### src/rtl/brs_pkg.sv
package brs_pkg;

  // True when the qualifying edge now being seen completes the hold run.
  function automatic logic hold_reached(input int unsigned done_edges,
                                        input int unsigned hold_edges);
    return (done_edges + 1) >= hold_edges;
  endfunction

  // Output enable passes only when the kill flag is clear.
  function automatic logic gate_enable(input logic req, input logic kill);
    return req & ~kill;
  endfunction

  // A start strobe is due when the release is not vetoed by the tristate strap.
  function automatic logic start_allowed(input logic rel, input logic tri_strap);
    return rel & ~tri_strap;
  endfunction

endpackage

### src/rtl/brs_hold_timer.sv
module brs_hold_timer #(
  parameter int unsigned HOLD_CYC = 50000,
  parameter int unsigned CNT_W    = $clog2(HOLD_CYC + 1)
) (
  input  logic clk_i,
  input  logic arst_n_i,
  input  logic clk_stable_i,
  input  logic warm_req_i,
  output logic rst_active_o,
  output logic assert_evt_o,
  output logic release_evt_o
);
  import brs_pkg::*;

  logic [CNT_W-1:0] run_q;
  logic             active_q;
  logic             qualify;

  always_comb begin
    qualify       = clk_stable_i & ~warm_req_i;
    release_evt_o = active_q & qualify & hold_reached(32'(run_q), HOLD_CYC);
    assert_evt_o  = ~active_q & warm_req_i;
  end

  always_ff @(posedge clk_i or negedge arst_n_i) begin
    if (!arst_n_i) begin
      active_q <= 1'b1;
      run_q    <= '0;
    end else if (active_q) begin
      if (!qualify) begin
        run_q <= '0;
      end else if (release_evt_o) begin
        active_q <= 1'b0;
        run_q    <= '0;
      end else begin
        run_q <= run_q + CNT_W'(1);
      end
    end else if (assert_evt_o) begin
      active_q <= 1'b1;
      run_q    <= '0;
    end
  end

  assign rst_active_o = active_q;

endmodule

### src/rtl/brs_strap_capture.sv
module brs_strap_capture #(
  parameter int unsigned CFG_W = 8
) (
  input  logic             clk_i,
  input  logic             arst_n_i,
  input  logic             capture_i,
  input  logic [CFG_W-1:0] strap_i,
  output logic [CFG_W-1:0] cfg_o
);
  logic [CFG_W-1:0] word_q;

  always_ff @(posedge clk_i or negedge arst_n_i) begin
    if (!arst_n_i) begin
      word_q <= '0;
    end else if (capture_i) begin
      word_q <= strap_i;
    end
  end

  assign cfg_o = word_q;

endmodule

### src/rtl/brs_event_gen.sv
module brs_event_gen (
  input  logic clk_i,
  input  logic arst_n_i,
  input  logic rst_active_i,
  input  logic release_evt_i,
  input  logic tri_strap_i,
  input  logic oe_req_i,
  output logic inval_o,
  output logic start_o,
  output logic oe_o
);
  import brs_pkg::*;

  logic inval_q;
  logic inval_done_q;
  logic start_q;
  logic kill_q;

  always_ff @(posedge clk_i or negedge arst_n_i) begin
    if (!arst_n_i) begin
      inval_q      <= 1'b0;
      inval_done_q <= 1'b0;
      start_q      <= 1'b0;
      kill_q       <= 1'b1;
    end else begin
      inval_q      <= rst_active_i & ~inval_done_q;
      inval_done_q <= rst_active_i;
      start_q      <= start_allowed(release_evt_i, tri_strap_i);
      kill_q       <= rst_active_i;
    end
  end

  assign inval_o = inval_q;
  assign start_o = start_q;
  assign oe_o    = gate_enable(oe_req_i, kill_q);

endmodule

### src/rtl/bus_reset_seq.sv
module bus_reset_seq #(
  parameter int unsigned HOLD_CYC = 50000,
  parameter int unsigned CFG_W    = 8,
  parameter int unsigned TRI_BIT  = 7
) (
  input  logic             clk_i,
  input  logic             pwr_good_i,
  input  logic             clk_stable_i,
  input  logic             warm_req_i,
  input  logic [CFG_W-1:0] strap_i,
  input  logic             bus_oe_req_i,
  output logic             bus_rst_n_o,
  output logic             bus_oe_o,
  output logic             wb_inhibit_o,
  output logic             inval_o,
  output logic             start_exec_o,
  output logic [CFG_W-1:0] cfg_o
);
  localparam int unsigned CNT_W = $clog2(HOLD_CYC + 1);

  logic rst_active;
  logic assert_evt;
  logic release_evt;
  logic tri_strap;

  assign tri_strap = strap_i[TRI_BIT];

  brs_hold_timer #(.HOLD_CYC(HOLD_CYC), .CNT_W(CNT_W)) u_timer (
    .clk_i        (clk_i),
    .arst_n_i     (pwr_good_i),
    .clk_stable_i (clk_stable_i),
    .warm_req_i   (warm_req_i),
    .rst_active_o (rst_active),
    .assert_evt_o (assert_evt),
    .release_evt_o(release_evt)
  );

  brs_strap_capture #(.CFG_W(CFG_W)) u_straps (
    .clk_i    (clk_i),
    .arst_n_i (pwr_good_i),
    .capture_i(release_evt),
    .strap_i  (strap_i),
    .cfg_o    (cfg_o)
  );

  brs_event_gen u_events (
    .clk_i        (clk_i),
    .arst_n_i     (pwr_good_i),
    .rst_active_i (rst_active),
    .release_evt_i(release_evt),
    .tri_strap_i  (tri_strap),
    .oe_req_i     (bus_oe_req_i),
    .inval_o      (inval_o),
    .start_o      (start_exec_o),
    .oe_o         (bus_oe_o)
  );

  assign bus_rst_n_o  = ~rst_active;
  assign wb_inhibit_o = rst_active;

endmodule

### config.mk
export PLATFORM = sky130hd
export DESIGN_NAME = bus_reset_seq
export DESIGN_NICKNAME = d
export VERILOG_FILES = /design/src/rtl/brs_pkg.sv /design/src/rtl/brs_hold_timer.sv /design/src/rtl/brs_strap_capture.sv /design/src/rtl/brs_event_gen.sv /design/src/rtl/bus_reset_seq.sv
export SDC_FILE = /design/constraint.sdc
export NUM_CORES = 1
export LEC_CHECK = 0
export ABC_CLOCK_PERIOD_IN_PS = 2200
export BUFFER_PORTS_ARGS = -buffer_cell sky130_fd_sc_hd__buf_2
export CAP_MARGIN = 20
export CELL_PAD_IN_SITES_DETAIL_PLACEMENT = 1
export CELL_PAD_IN_SITES_GLOBAL_PLACEMENT = 1
export CORE_MARGIN = 2
export CORE_UTILIZATION = 39
export DETAILED_ROUTE_END_ITERATION = 16
export HOLD_SLACK_MARGIN = 0.02
export PLACE_DENSITY_LB_ADDON = 0.1
export SYNTH_ARGS = -nofsm -noshare
export SYNTH_HDL_FRONTEND = slang
export SYNTH_SLANG_ARGS = --single-unit
### constraint.sdc
create_clock -name clk_i -period 2.2 [get_ports clk_i]
set_input_delay 0.33 -clock clk_i [delete_from_list [all_inputs] [get_ports clk_i]]
set_output_delay 0.33 -clock clk_i [all_outputs]
set_load 0.01 [all_outputs]
[After elaboration in Yosys (flattened, before gate mapping)]
Cells that the tools add are included.
Storage, ports and cells
  register bits after elaboration: 29
  output and inout bits: 13
Operators by class
  add/subtract/negate cells: 2
  order comparisons: 1
  mux-type cells: 8
  bitwise logic cells: 12
  reduce and logical (&&, ||, !) cells: 1
Operators by type and width (count)
  $mux W16: 4
  $ge A32 B16 Y1 const B: 1
  $add A16 B1 Y17 const B: 1
  $add A16 B1 Y16 const B: 1
  $and A1 B1 Y1: 7
  $not A1 Y1: 5
  $mux W1: 4
  $reduce_bool A2 Y1: 1

[Depth between registers and ports, before layout]
  word-level depth: 7
  gate-level depth with buffers: 10
  depth with buffers taken out: 8

[Hierarchy]
From an unflattened synthesis, not the netlist that was laid out.
Unflattened totals
  cell total of the unflattened synthesis: 180
  area, all modules: 1834.3 µm²
By module, submodules not included
  brs_hold_timer: instances 1, cells each 155, area an instance 1356.3 µm²
  brs_strap_capture: instances 1, cells each 17, area an instance 331.6 µm²
  brs_event_gen: instances 1, cells each 7, area an instance 142.6 µm²
  bus_reset_seq: instances 1, cells each 1, area an instance 3.8 µm²

[Worst setup path after synthesis]
OpenSTA, ideal clock, no wires.
  kind: register to register
  from: register u_timer.run_q[0]
  to: register u_straps.word_q[0], in the netlist u_straps.cfg_o[0]
  library setup time: 125 ps
  data arrival time: 2149 ps
  data required time: 2075 ps
  path slack: -74 ps
  stages on the path, launching flop included: 10
  period minus slack after synthesis: 2274 ps
  cell sequence: dfrtp_1 -> ha_1 -> and4_1 -> buf_6 -> nand2_2 -> or3_1 -> a21oi_2 -> o22a_4 -> o21ai_4 -> mux2_4
On the way
  cells in the longest elaborated chain, start to end: 3
Ends and longest elaborated chain
  start: declaration: line brs_hold_timer.sv:15  | logic [CNT_W-1:0] run_q;
  start signal: assignment: line brs_hold_timer.sv:36  | run_q <= run_q + CNT_W'(1);
  $add A16 B1 Y17: line brs_pkg.sv:6  | return (done_edges + 1) >= hold_edges;
  $ge A32 B16 Y1: line brs_pkg.sv:6
  $and A1 B1 Y1: line brs_hold_timer.sv:21  | release_evt_o = active_q & qualify & hold_reached(32'(run_q), HOLD_CYC);
  end signal: assignment: line brs_strap_capture.sv:16  | word_q <= strap_i;
  end: declaration: line brs_strap_capture.sv:10  | logic [CFG_W-1:0] word_q;
No other way between the ends.
A chain may end at the register's enable or synchronous reset.

[Worst setup path after layout]
  from: register u_timer.run_q[0]
  to: register u_straps.word_q[6], in the netlist u_straps.cfg_o[6]
Same word-level chain as after synthesis.

==> results.ini <==
[run_status]
status=finished, violations left
failed_checks=setup timing

[pwr]
pwr-share-seq_pct=45.5
p_sw_mw=0.252
p_leak_nw=1.20
total_power_mw=1.18
ir_drop_mv=0.500
combPwrFrac_pct=5.4
swShare_pct=21.4
p_clk_share_pct=49.1
power_density_nw_per_um2=449
p_int_mw=0.928

[critical_path]
worst-r2r-setup-slack_ps=-170
r2r-end=u_straps.cfg_o[6]
rr_startpoint=u_timer.run_q[0]
path_cells=ha_4 > and4_4 > buf_6 > nand2_4 > buf_4 > nor4_1 > buf_4 > o21ai_4 > clkbuf_16 > mux2_4
cp_top_family=simple AND/OR/NAND/NOR gates
cp_slowest_cell=dfrtp_1
reg2reg_depth=10
criticalPathCategory=reg -> reg
critPathMostFrequentCell=buf_4
cp_max_fo=4
required_ps=2370
crit_path_end_kind=flip-flop
critPathBufInv=4
start_kind=flip-flop
cp.arrival_ps=2540
max_stage_delay_ps=400

[floorplan]
dieHeight_um=70.1
start_util_pct=39.7
rows=24
ios=26
coreArea_um2=4290
die_w_um=70.1
die_area_um2=4920

[sta]
slew_violations=0
setup_viol=22
fin_ws_ps=-169
clock.fmax_mhz=422
fin_crit_ps=2370
rsz0062_at_grt=true
fin_crit_sh_pct=108
relSlewSlack_pct=54.4
clock_skew_ps=4.37
hold_viol_final=0
worst_slew_pin_slew_ps=684
holdWs_ps=76.2

[cts]
root_buffer=clkbuf_8
clock_latency_ps=290
path_clk_slew_ps=60
numCtsBuffers=5
cts_tree=built
cts_sinks=29
ctsLongestPathBuffers=2
cts.htree.levels=2

[logic_synthesis]
syn_inst=179
synthSimpleGateAreaFrac_pct=28.5
avgSynthCellArea_um2=9.53
synth_nets=193
ys_async_sr_fraction_pct=100
synthAdderAreaFrac_pct=0.734
yosysSeqAreaShare_pct=42.7
syn_area_um2=1710
synth-edff-count=0
synth_top_family_by_area=simple AND/OR/NAND/NOR gates
synth.area.mux_share_pct=7.04
ys_ff_latch=29
yosys_warnings=0
synth_cell_type_count=50
synthXorXnorAreaFrac_pct=0.514
synth_compound_area_share_pct=16.4
synth_ff_type=dfrtp_1

[grt]
gr-total-overflow=0
grt.total_usage_pct=25.8
grt_pass1_wl_mm=9.84
use_met2_pct=44.8
grt_max_degree=30
use_met3_pct=4.91
antenna_found_initial=1
grt_pass1_vias=1921
grt_use_met1_pct=32.4
busiest_layer=met2

[route]
wl_per_cell_um=20.8
wl_mm=6.32
vias=1786
routed_via_density=5.89
ant_nets=0
drt-initial-drc-count=90
first_pass_iters=4
drc=0

[final_layout]
area_growth_pct=54.3
drive_gt1_share_pct=54.0
fin_util_pct=61.3
nets=263

[place]
gp_congestion=0.842
hpwlAfterDp_mm=3.88
io_buffers=25

[flow_run]
drv_cap=0

[hold_path]
min_path_type=in -> async

-- sequential cells by signal (all words and copies together) (netlist names) --
signal                 count
u_timer.run_q             16
u_straps.cfg_o             8
u_events.inval_done_q      1
u_events.inval_o           1
u_events.kill_q            1
u_events.start_o           1
u_timer.rst_active_o       1
-- Yosys cell counts, types with 2 or more instances --
| cell | count | area share, % |
|---|---|---|
| dfstp_2 | 2 | 3.1 |
| or4_1 | 3 | 1.3 |
| a21oi_1 | 3 | 0.88 |
| nand2_2 | 2 | 0.73 |
| clkbuf_1 | 2 | 0.44 |
| nand2_1 | 29 | 6.4 |
| o21ai_0 | 5 | 1.5 |
| nor3_1 | 5 | 1.5 |
| o311ai_1 | 6 | 3.1 |
| and4_1 | 2 | 1.0 |
| nor3b_1 | 2 | 0.88 |
| mux2_4 | 8 | 7.0 |
| a32oi_1 | 2 | 1.0 |
| nor2_1 | 6 | 1.3 |
| nand3_1 | 11 | 3.2 |
| nor4_1 | 2 | 0.73 |
| o22ai_1 | 2 | 0.73 |
| inv_1 | 5 | 1.1 |
| dfrtp_1 | 27 | 40 |
| or3_1 | 2 | 0.73 |
| nand3_2 | 2 | 1.2 |
| nand4_1 | 7 | 2.6 |
| and3_1 | 5 | 1.8 |
| buf_2 | 5 | 1.5 |
| o21ai_1 | 8 | 2.3 |
| o211ai_1 | 2 | 0.88 |
-- per-layer routing --
layer  vias up  share of wire [%]
li1        816                  -
met2        52                 52
met5         -                  0
met4         0                3.2
met3        15                4.5
met1       903                 40
-- per-stage QoR --
step	std cells	worst slack, ps	TNS, ps	area, um^2
floorplan	179	3.46	0	1720
global placement	282	-140	-1590	2120
detailed placement	283	-240	-3020	2140
CTS	300	-128	-1730	2500
global route	303	-286	-5180	2630
finish	303	-169	-2460	2630
-- layout by cell type, fill, tap and decap left out, types with 4 or more instances in the layout --
cell type and n:
mux2_4 8, buf_4 37, buf_6 8, o311ai_2 6, inv_1 5, nor3_1 4
o21ai_1 5, nand4_1 7, nor2_1 4, dfrtp_1 24, nand3_1 9, clkbuf_8 6
buf_2 25, and3_1 5, nand2_1 27, o21ai_2 5
-- power by group through the flow --
stage                     clock [mW]  sequential, mW  combinational, mW
after global placement             0           0.547             0.0495
after global routing           0.617           0.537             0.0699
after floorplan                    0           0.548             0.0146
final                          0.580           0.537             0.0632
after CTS                      0.589           0.537             0.0580
after detailed placement           0           0.547             0.0516
-- cell families (layout without fill, tap and decap cells) --
kind of cell,Yosys count,in the layout
DFF,29,29
buffers and inverters,14,85
AOI/OAI and AO/OA,38,38
muxes,8,8
adders and majority gates,1,1
other,0,1
xor gates and xnor gates,1,1
and+or+nand+nor,88,88
-- worst reg2reg max path: cells and delay by family, from the launching register on --
family	cells	cell delay, ps
muxes	1	290
DFF	1	400
AOI/OAI and AO/OA	1	80
buffers and inverters	4	630
and+or+nand+nor	3	660
adders and majority gates	1	180
-- worst max-delay path by stage --
stage | start | endpoint | slack, ps | cells past startpoint
CTS | u_timer.run_q[0] | u_straps.cfg_o[7] | -130 | 10
global placement | u_timer.run_q[0] | u_timer.run_q[13] | -140 | 8
finish | u_timer.run_q[0] | u_straps.cfg_o[6] | -170 | 10
floorplan | u_timer.run_q[0] | u_straps.cfg_o[0] | 3 | 9
detailed placement | u_timer.run_q[0] | u_timer.run_q[11] | -240 | 8
global route | u_timer.run_q[0] | u_straps.cfg_o[1] | -290 | 10
-- repair_timing --
action | 4_1_cts | 5_1_grt
hold buffers | 0 | 0
buffers inserted | 8 | 2
gates resized for setup | 32 | 25
pin swaps | 13 | 6
endpoints found under the setup margin | 23 | 26
gates cloned | 1 | 0
endpoints found under the hold margin | 0 | 0
-- cell type report --
type	count	area [um^2]
fillers	465	1660
clock buffers	7	86.3
repair buffers	72	538
inverters	5	18.8
clock inverters	1	30.0
well taps	52	65.1
flip-flops and latches	29	732
diodes	1	2.50
multi-input cells	136	1160
No activity file was read; power rests on OpenSTA's default activity.
